==> src/rtl/dbg_halt_pkg.sv <==
package dbg_halt_pkg;
  localparam int          DATA_W    = 32;
  localparam logic [15:0] CTRL_KEY  = 16'hA05F;

  localparam int ADDR_CTRL  = 0;
  localparam int ADDR_FAULT = 1;
  localparam int ADDR_MON   = 2;

  localparam int N_FAULT   = 5;
  localparam int FLT_HALT  = 0;
  localparam int FLT_BKPT  = 1;
  localparam int FLT_WPT   = 2;
  localparam int FLT_VC    = 3;
  localparam int FLT_EXT   = 4;

  localparam int MON_VC_RST = 0;
  localparam int MON_VC_HF  = 10;
  localparam int MON_WPT_EN = 24;

  localparam int ST_REGRDY  = 16;
  localparam int ST_HALTED  = 17;
  localparam int ST_RETIRED = 24;
  localparam int ST_RESET   = 25;

  localparam int N_STICKY   = 2;
  localparam int STK_RET    = 0;
  localparam int STK_RST    = 1;

  typedef struct packed {
    logic mask;
    logic step;
    logic halt;
    logic en;
  } ctrl_t;
endpackage

==> src/rtl/dbg_ctrl_reg.sv <==
module dbg_ctrl_reg
  import dbg_halt_pkg::*;
(
  input  logic        clk_i,
  input  logic        rst_ni,
  input  logic        wr_i,
  input  logic [15:0] key_i,
  input  logic [3:0]  bits_i,
  input  logic        evt_i,
  input  logic        core_reset_i,
  input  logic        retired_i,
  output ctrl_t       ctrl_o,
  output logic        step_fire_o,
  output logic        step_pulse_o,
  output logic        halt_wr_o
);
  ctrl_t ctrl_q;
  logic  step_pulse_q;
  logic  key_ok;

  assign key_ok      = wr_i && (key_i == CTRL_KEY);
  assign step_fire_o = ctrl_q.en & ctrl_q.step & retired_i;
  assign halt_wr_o   = key_ok & bits_i[0] & bits_i[1];

  always_ff @(posedge clk_i or negedge rst_ni) begin
    if (!rst_ni) begin
      ctrl_q       <= '0;
      step_pulse_q <= 1'b0;
    end else begin
      if (key_ok) begin
        ctrl_q.en   <= bits_i[0];
        ctrl_q.step <= bits_i[2];
        ctrl_q.mask <= bits_i[3];
      end
      // debug event beats core reset, which beats a write
      if (evt_i)             ctrl_q.halt <= 1'b1;
      else if (core_reset_i) ctrl_q.halt <= 1'b0;
      else if (key_ok)       ctrl_q.halt <= bits_i[1];
      step_pulse_q <= step_fire_o;
    end
  end

  assign ctrl_o       = ctrl_q;
  assign step_pulse_o = step_pulse_q;

  assert_bad_key_R1: assert property (@(posedge clk_i) disable iff (!rst_ni)
    (wr_i && key_i != CTRL_KEY && !evt_i && !core_reset_i) |=> $stable(ctrl_q));
  assert_evt_halt_R4: assert property (@(posedge clk_i) disable iff (!rst_ni)
    evt_i |=> ctrl_q.halt);
  assert_rst_clr_R4: assert property (@(posedge clk_i) disable iff (!rst_ni)
    (core_reset_i && !evt_i) |=> !ctrl_q.halt);
endmodule

==> src/rtl/dbg_fault_flags.sv <==
module dbg_fault_flags #(
  parameter int N = 5
) (
  input  logic         clk_i,
  input  logic         rst_ni,
  input  logic [N-1:0] set_i,
  input  logic [N-1:0] clr_i,
  output logic [N-1:0] flag_o
);
  logic [N-1:0] flag_q;

  for (genvar k = 0; k < N; k++) begin : g_flag
    always_ff @(posedge clk_i or negedge rst_ni) begin
      if (!rst_ni)       flag_q[k] <= 1'b0;
      else if (set_i[k]) flag_q[k] <= 1'b1;
      else if (clr_i[k]) flag_q[k] <= 1'b0;
    end

    assert_set_wins_R7: assert property (@(posedge clk_i) disable iff (!rst_ni)
      (set_i[k] && clr_i[k]) |=> flag_q[k]);
    assert_w1c_R6: assert property (@(posedge clk_i) disable iff (!rst_ni)
      (clr_i[k] && !set_i[k]) |=> !flag_q[k]);
  end

  assign flag_o = flag_q;
endmodule

==> src/rtl/dbg_sticky.sv <==
module dbg_sticky #(
  parameter int N = 2
) (
  input  logic         clk_i,
  input  logic         rst_ni,
  input  logic [N-1:0] cond_i,
  input  logic         rd_clr_i,
  output logic [N-1:0] bit_o
);
  logic [N-1:0] bit_q;

  for (genvar k = 0; k < N; k++) begin : g_bit
    always_ff @(posedge clk_i or negedge rst_ni) begin
      if (!rst_ni)        bit_q[k] <= 1'b0;
      else if (cond_i[k]) bit_q[k] <= 1'b1;
      else if (rd_clr_i)  bit_q[k] <= 1'b0;
    end

    assert_sticky_set_R3: assert property (@(posedge clk_i) disable iff (!rst_ni)
      cond_i[k] |=> bit_q[k]);
    assert_sticky_clr_R3: assert property (@(posedge clk_i) disable iff (!rst_ni)
      (rd_clr_i && !cond_i[k]) |=> !bit_q[k]);
  end

  assign bit_o = bit_q;
endmodule

==> src/rtl/dbg_halt_ctrl.sv <==
module dbg_halt_ctrl
  import dbg_halt_pkg::*;
#(
  parameter int ADDR_W = 2
) (
  input  logic              clk_i,
  input  logic              rst_ni,
  input  logic [ADDR_W-1:0] addr_i,
  input  logic              wr_en_i,
  input  logic [31:0]       wdata_i,
  input  logic              rd_en_i,
  output logic [31:0]       rdata_o,
  input  logic              ext_dbg_req_i,
  input  logic              bkpt_hit_i,
  input  logic              wpt_hit_i,
  input  logic              core_reset_i,
  input  logic              hard_fault_i,
  input  logic              retired_i,
  input  logic              halted_ack_i,
  input  logic              reg_ready_i,
  output logic              halt_req_o,
  output logic              step_en_o,
  output logic              irq_mask_o,
  output logic              wpt_en_o
);
  localparam logic [ADDR_W-1:0] A_CTRL  = ADDR_W'(ADDR_CTRL);
  localparam logic [ADDR_W-1:0] A_FAULT = ADDR_W'(ADDR_FAULT);
  localparam logic [ADDR_W-1:0] A_MON   = ADDR_W'(ADDR_MON);

  ctrl_t              ctrl;
  logic               dbg_en, step_fire, step_pulse, halt_wr;
  logic               vc_rst_q, vc_hf_q, wpt_en_q;
  logic               vc_hit, evt;
  logic               wr_ctrl, wr_fault, wr_mon, rd_ctrl;
  logic [N_FAULT-1:0] flt_set, flt_clr, flt;
  logic [N_STICKY-1:0] stk_cond, stk;
  logic               unused_wdata;

  assign unused_wdata = ^{wdata_i[15:11], wdata_i[9:5]};

  assign wr_ctrl  = wr_en_i && (addr_i == A_CTRL);
  assign wr_fault = wr_en_i && (addr_i == A_FAULT);
  assign wr_mon   = wr_en_i && (addr_i == A_MON);
  assign rd_ctrl  = rd_en_i && (addr_i == A_CTRL);

  assign dbg_en = ctrl.en;
  assign vc_hit = dbg_en & ((core_reset_i & vc_rst_q) | (hard_fault_i & vc_hf_q));
  assign evt    = (dbg_en & (bkpt_hit_i | wpt_hit_i | ext_dbg_req_i)) | vc_hit;

  dbg_ctrl_reg u_ctrl (
    .clk_i        (clk_i),
    .rst_ni       (rst_ni),
    .wr_i         (wr_ctrl),
    .key_i        (wdata_i[31:16]),
    .bits_i       (wdata_i[3:0]),
    .evt_i        (evt),
    .core_reset_i (core_reset_i),
    .retired_i    (retired_i),
    .ctrl_o       (ctrl),
    .step_fire_o  (step_fire),
    .step_pulse_o (step_pulse),
    .halt_wr_o    (halt_wr)
  );

  always_comb begin
    flt_set           = '0;
    flt_set[FLT_HALT] = dbg_en & (step_fire | halt_wr);
    flt_set[FLT_BKPT] = dbg_en & bkpt_hit_i;
    flt_set[FLT_WPT]  = dbg_en & wpt_hit_i;
    flt_set[FLT_VC]   = vc_hit;
    flt_set[FLT_EXT]  = dbg_en & ext_dbg_req_i;
  end
  assign flt_clr = wr_fault ? wdata_i[N_FAULT-1:0] : '0;

  dbg_fault_flags #(.N(N_FAULT)) u_fault (
    .clk_i  (clk_i),
    .rst_ni (rst_ni),
    .set_i  (flt_set),
    .clr_i  (flt_clr),
    .flag_o (flt)
  );

  always_comb begin
    stk_cond          = '0;
    stk_cond[STK_RET] = retired_i;
    stk_cond[STK_RST] = core_reset_i;
  end

  dbg_sticky #(.N(N_STICKY)) u_sticky (
    .clk_i    (clk_i),
    .rst_ni   (rst_ni),
    .cond_i   (stk_cond),
    .rd_clr_i (rd_ctrl),
    .bit_o    (stk)
  );

  always_ff @(posedge clk_i or negedge rst_ni) begin
    if (!rst_ni) begin
      vc_rst_q <= 1'b0;
      vc_hf_q  <= 1'b0;
      wpt_en_q <= 1'b0;
    end else if (wr_mon) begin
      vc_rst_q <= wdata_i[MON_VC_RST];
      vc_hf_q  <= wdata_i[MON_VC_HF];
      wpt_en_q <= wdata_i[MON_WPT_EN];
    end
  end

  always_comb begin
    rdata_o = '0;
    unique case (addr_i)
      A_CTRL: begin
        rdata_o[3:0]       = ctrl;
        rdata_o[ST_REGRDY]  = reg_ready_i;
        rdata_o[ST_HALTED]  = halted_ack_i;
        rdata_o[ST_RETIRED] = stk[STK_RET];
        rdata_o[ST_RESET]   = stk[STK_RST];
      end
      A_FAULT: rdata_o[N_FAULT-1:0] = flt;
      A_MON: begin
        rdata_o[MON_VC_RST] = vc_rst_q;
        rdata_o[MON_VC_HF]  = vc_hf_q;
        rdata_o[MON_WPT_EN] = wpt_en_q;
      end
      default: rdata_o = '0;
    endcase
  end

  assign halt_req_o = dbg_en & (ctrl.halt | step_pulse);
  assign step_en_o  = dbg_en & ctrl.step;
  assign irq_mask_o = dbg_en & ctrl.mask;
  assign wpt_en_o   = wpt_en_q;

  assert_step_pulse_R10: assert property (@(posedge clk_i) disable iff (!rst_ni)
    (ctrl.en && ctrl.step && retired_i && !wr_ctrl) |=> halt_req_o);
  assert_vc_reset_R9: assert property (@(posedge clk_i) disable iff (!rst_ni)
    (dbg_en && vc_rst_q && core_reset_i && !wr_ctrl) |=> (halt_req_o && flt[FLT_VC]));
  assert_gate_R5: assert property (@(posedge clk_i) disable iff (!rst_ni)
    !dbg_en |-> (!halt_req_o && !irq_mask_o && !step_en_o));
endmodule

==> config.mk <==
export PLATFORM = sky130hd
export DESIGN_NAME = dbg_halt_ctrl
export DESIGN_NICKNAME = d
export VERILOG_FILES = /design/src/rtl/dbg_halt_pkg.sv /design/src/rtl/dbg_ctrl_reg.sv /design/src/rtl/dbg_fault_flags.sv /design/src/rtl/dbg_sticky.sv /design/src/rtl/dbg_halt_ctrl.sv
export SDC_FILE = /design/constraint.sdc
export NUM_CORES = 1
export LEC_CHECK = 0
export BUFFER_PORTS_ARGS = -buffer_cell sky130_fd_sc_hd__buf_2
export CORE_UTILIZATION = 34
export DETAILED_ROUTE_END_ITERATION = 10
export PLACE_DENSITY = 0.86
export SLEW_MARGIN = 30
export SYNTH_ARGS = -nofsm -noshare
export SYNTH_HDL_FRONTEND = slang
export SYNTH_SLANG_ARGS = --single-unit
==> constraint.sdc <==
create_clock -name clk_i -period 1 [get_ports clk_i]
set_input_delay 0.05 -clock clk_i [delete_from_list [all_inputs] [get_ports clk_i]]
set_output_delay 0.05 -clock clk_i [all_outputs]
set_load 0.02 [all_outputs]
* Word-level counts from Yosys, hierarchy flattened
Index checks and enable logic that the tools add are counted.
** Cells by class
- Multiplexer cells :: 24
- Divide/modulo/power cells :: 0
- Magnitude comparators :: 0
- Add/sub/neg operators :: 0
- Reductions and logical operators :: 14
- Shift-type cells :: 0
- Multipliers :: 0
- Eq/ne operators :: 3
- Bitwise logic cells :: 20
** Operators with widths (count)
- 2-to-1 mux 1 bit :: 19
- == test 16 bit, second input constant :: 1
- bitwise AND 1 bit :: 14
- nonzero test 2 bit :: 7
- bitwise OR 1 bit :: 6
- one-hot mux 3 bit (2 select lines) :: 1
- logical AND 1 bit :: 5
- 2-to-1 mux 5 bit :: 1
- one-hot mux 1 bit (3 select lines) :: 1
- nonzero test 3 bit :: 1
- == test 2 x 1 -> 1 bit, second input constant :: 1
- == test 2 bit, second input constant :: 1
- zero test 2 bit :: 1
- 2-to-1 mux 2 bit :: 1
- one-hot mux 1 bit (2 select lines) :: 1
** Storage, ports and cells
- Bits in latches :: 0
- Flip-flop bits (word level) :: 15
- ROM bits :: 0
- Memories :: 0
- RAM bits :: 0
- Output and inout bits :: 36

* Longest topological paths before layout
- Depth after elaboration :: 8
- Depth in mapped cells :: 5

* Cells and area by module
From an unflattened synthesis, not the netlist that was laid out.
** Second synthesis, totals
- Cells, all modules :: 112
- Area, all modules :: 1071.0 um^2
** Modules (own cells, without submodules)
- dbg_halt_ctrl :: cells each 68, times used 1, sequential area each 75.1 um^2, area an instance 546.8 um^2
- dbg_ctrl_reg :: cells each 24, times used 1, sequential area each 125.1 um^2, area an instance 274.0 um^2
- dbg_fault_flags :: cells each 15, times used 1, sequential area each 125.1 um^2, area an instance 181.4 um^2
- dbg_sticky :: cells each 5, times used 1, sequential area each 50.0 um^2, area an instance 68.8 um^2

* Worst setup path after synthesis
Ideal clock, no wire load.
- Path type :: register to output
- Start :: register u_ctrl.ctrl_q (netlist bit u_ctrl.ctrl_o[0])
- End :: output port rdata_o[0]
- Path slack :: -0.209 ns
- Data arrival time :: 1.159 ns
- Cell stages (with the launch flop) :: 4
- Path buffers :: 1
- Data required time :: 0.950 ns
- Cells stage by stage :: dfrtp_1 > clkbuf_1 > mux2i_1 > o21ai_0
** Between the ends
- Cells in the longest elaborated chain, start to end :: 1
** RTL lines
- start, declared :: line dbg_ctrl_reg.sv:17 : ctrl_t ctrl_q;
- one-hot mux 1 bit (3 select lines) :: line dbg_halt_ctrl.sv:111 : unique case (addr_i)
- end, declared :: line dbg_halt_ctrl.sv:12 : output logic [31:0] rdata_o,
No other way between the ends.

* Worst setup path after layout
- Start :: register u_ctrl.ctrl_q (netlist bit u_ctrl.ctrl_o[0])
- End :: output port step_en_o
** Between the ends
- Cells in the longest elaborated chain, start to end :: 1
** RTL lines
- bitwise AND 1 bit :: line dbg_halt_ctrl.sv:130 : assign step_en_o = dbg_en & ctrl.step;
- end, declared :: line dbg_halt_ctrl.sv:22 : output logic step_en_o,
No other way between the ends.

==> results <==
- The run finished, with violations left.
- The final reports fail on negative setup slack.
- Before CTS, the worst setup slack after placement is -0.357 ns.
- The library cell occupying the most area in the post-synthesis netlist is dfrtp_1.
- The total track usage is 17.5%.
- The post-route netlist has 52.5% of its cells at a drive strength greater than 1.
- The post-synthesis instance area is 981 µm².
- The number of enable flip-flop cells after synthesis is 0.
- The floorplan step defined a die boundary enclosing 3100 µm².
- The final weighted congestion of routability-driven global placement is 0.809.
- The number of placement rows is 19.
- The most instantiated flip-flop cell in the synthesis netlist is dfrtp_1.
- The met3 usage in global routing is 4.19%.
- Hold timing on the final database bottoms out at a slack of 0.0101 ns.
- Once the floorplan was initialized, standard cells occupied 35.9% of the core.
- The number of maximum-capacitance constraint violations is 0.
- The die height is 55.7 µm.
- The worst stage delay on the critical path is 0.45 ns.
- The area share of the largest cell type after synthesis is 38.3%.
- In the synthesized netlist, the cells that appear most often are 22 x buf_4, 15 x dfrtp_1, 10 x nand2_1.
- Global routing used 19.9% of the available met1 tracks.
- The layer carrying the most global-route usage is met2.
- After detailed routing, the number of vias per cell comes to 4.74.
- The clock net in this run drives a total of 15 sinks.
- The layout filler cell count is 254.
- By area the synthesized netlist is led by dfrtp_1 38%, buf_4 17%, mux2_2 6.9%.
- The critical path goes through buf_6 -> and2_4 -> buf_6.
- The initial antenna violation count came to 0.
- Summing over every cut layer, the via total after detailed routing is 985.
- After global routing the overflow that remains totals 0.
- The max-slew violation total from the final report is 0.
- The depth of the CTS H-tree is 1.
- The total I/O pin count is 82.
- The detailed router finished its first iteration with 24 violations.
- The library cell with the highest instance count after synthesis is buf_4.
- The routed design could run at a clock period as short as 1.18 ns.
- Excluding fillers, the count of instances in the completed layout stands at 208.
- The post-synthesis sequential element count is 15.
- Yosys mapped the design onto 27 distinct sky130hd cell types.
- The repair_antennas step left the layout with diodes totalling 0.
- In this run, CTS created clock tree buffers numbering 3.
- In this run the worst hold path is classified as input pin to register.
- The arrival time at the worst endpoint is 1.13 ns.
- The portion of the post-synthesis area used by sequential elements is 38.3%.
- The count of placed standard cells including taps is 190.
- The routed wire length is 2.64 mm.
- In the routed design, unresolved DRC markers number 0.
- After legalization and detailed placement, the total HPWL measured 1.91 mm.
- Power spread over the standard cell area amounts to 934 nW/µm².
- On the critical path, the stage with the largest delay is an instance of dfrtp_2.
- Clock-pin slew was measured on the worst setup and hold paths at 0.09 ns.
- The average footprint of a synthesized cell is 9.81 µm².
- Synthesis produced 100 cells.
- The core outline area is 2730 µm².
- The maximum count of clock buffers along a single path is 2.
- The worst setup path is launched from a register.
- The tree is rooted in a clkbuf_4.
- The worst setup slack after layout is -0.176 ns.
- The worst setup path is captured at a primary output.
- The mean routed wirelength per cell is 12.7 µm.
- The final-report hold violation count was 0.
- In this run the critical register-to-register path is launched from vc_rst_q.
- The post-synthesis async set-or-reset flop share is 100%.
- The final standard cell utilization of the core is 56.2%.
- The iteration count of the initial detailed-routing pass is 4.
- The number of setup violations in the final report is 14.
- The die is 55.7 µm wide.
- The via count of the first global-routing pass is 968.
- Counting stages on the worst path, the most repeated cell is buf_6.
- The most critical setup path has its startpoint at u_ctrl.ctrl_o[0].
- Across the VDD grid, the largest voltage drop is 639 µV.
- For the worst-skew pair, the clock arrives at the later sink with an insertion delay of 0.29 ns.
- The number of warnings issued by yosys is 0.
- At the end of the flow, the number of nets in the layout was 224.
- In this run the most critical hold path is launched from wdata_i[2].
- Setup repair after global routing could not meet its margin everywhere.
- The CTS tree is yes.
- Along the worst path, the maximum fanout reaches 6.
- The final setup skew is 0.00208 ns.
- The synthesis-to-layout area growth is 56.8%.
- The first global-routing pass estimated 4.19 mm of wire.
- The detail route stage leaves a number of antenna-violating nets equal to 0.
- After layout, the worst path uses 118% of the clock period.
- The data required time of the critical path is 0.95 ns.
- The count of buffers inserted at the top-level ports is 49.
- The critical path is of the register to primary output type.
- Entering global routing, the biggest net connects 16 pins.
- Summed over all cells, the static leakage comes to 0.829 nW.
- The fmax is 0.851 GHz.
- The global routing usage on met2 is 30.1%.
## routing by layer
layer | vias up | wire length [µm]
li1 | 459 | -
met1 | 470 | 1030
met2 | 47 | 1390
met3 | 9 | 140
met4 | 0 | 80
met5 | - | 0
## final cells by class
type	instances	area (µm²)	share of cell area [%]
repair buffers	77	541	35.2
clock buffers	4	26.3	1.71
flip-flops and latches	15	377	24.5
multi-input cells	81	556	36.1
well taps	31	38.8	2.52
## placed cells by master (no fill, tap or decap), types with 3 or more instances in the layout
cell type	netlist	routed
a22o_1	5	5
and2_4	0	4
buf_2	2	39
buf_4	22	22
buf_6	0	12
clkbuf_4	0	3
conb_1	1	22
dfrtp_1	15	14
dlygate4sd3_1	0	3
mux2_2	6	3
mux2_4	0	3
mux2i_1	5	5
nand2_1	10	10
nand4_1	3	3
nor2_1	5	4
nor2b_1	3	3
## registers in the layout, summed over array words and instances (netlist names)
name                 flops
u_ctrl.step_pulse_o      1
u_sticky.bit_o           2
u_fault.flag_o           5
wpt_en_o                 1
vc_hf_q                  1
u_ctrl.ctrl_o            4
vc_rst_q                 1
## power by group
group	total [mW]	switching (mW)	internal, mW	leakage (nW)
combinational	0.432	0.227	0.206	0.621
clock	0.350	0.195	0.155	0.0150
sequential	0.654	0.0208	0.634	0.193
## path summary, 6_finish.rpt
path | end | slack [ns] | cells after the start
max | step_en_o | -0.18 | 3
min | u_ctrl.ctrl_o[2] | 0.01 | 2
max reg2reg | u_ctrl.ctrl_o[1] | -0.12 | 3
min reg2reg | u_fault.flag_o[1] | 0.51 | 1
max in group asynchronous | u_ctrl.ctrl_o[0] | 0.53 | 2
min in group asynchronous | u_ctrl.ctrl_o[3] | 0.19 | 2
## kinds of logic after synthesis
family,count (synthesis),synth area share [%]
buf+inv,25,18.2
other cells,1,0.382
flops,15,38.3
mux,11,12.0
compound gates,11,9.06
simple gates,37,22.1
## per-stage QoR
stage	power, mW	TNS (ns)	cell area (µm²)
floorplan	0.916	-0.527	1090
global placement	1.01	-1.65	1290
detailed placement	1.02	-1.99	1290
CTS	1.43	-1.46	1500
global route	1.51	-2.12	1540
finish	1.44	-1.48	1540
## critical path, delay by kind of cell (launching register included)
family | cells | cell delay [ns]
flops | 1 | 0.45
buf+inv | 2 | 0.26
simple gates | 1 | 0.13
## timing repair
action / 4_1_cts / 5_1_grt
hold endpoints to repair: 17 / 0
endpoints found under the setup margin: 16 / 20
buffers inserted: 7 / 4
pin swaps: 3 / 4
hold buffers: 3 / 0
gates resized for setup: 28 / 4
Power figures use the tool's default switching activity.
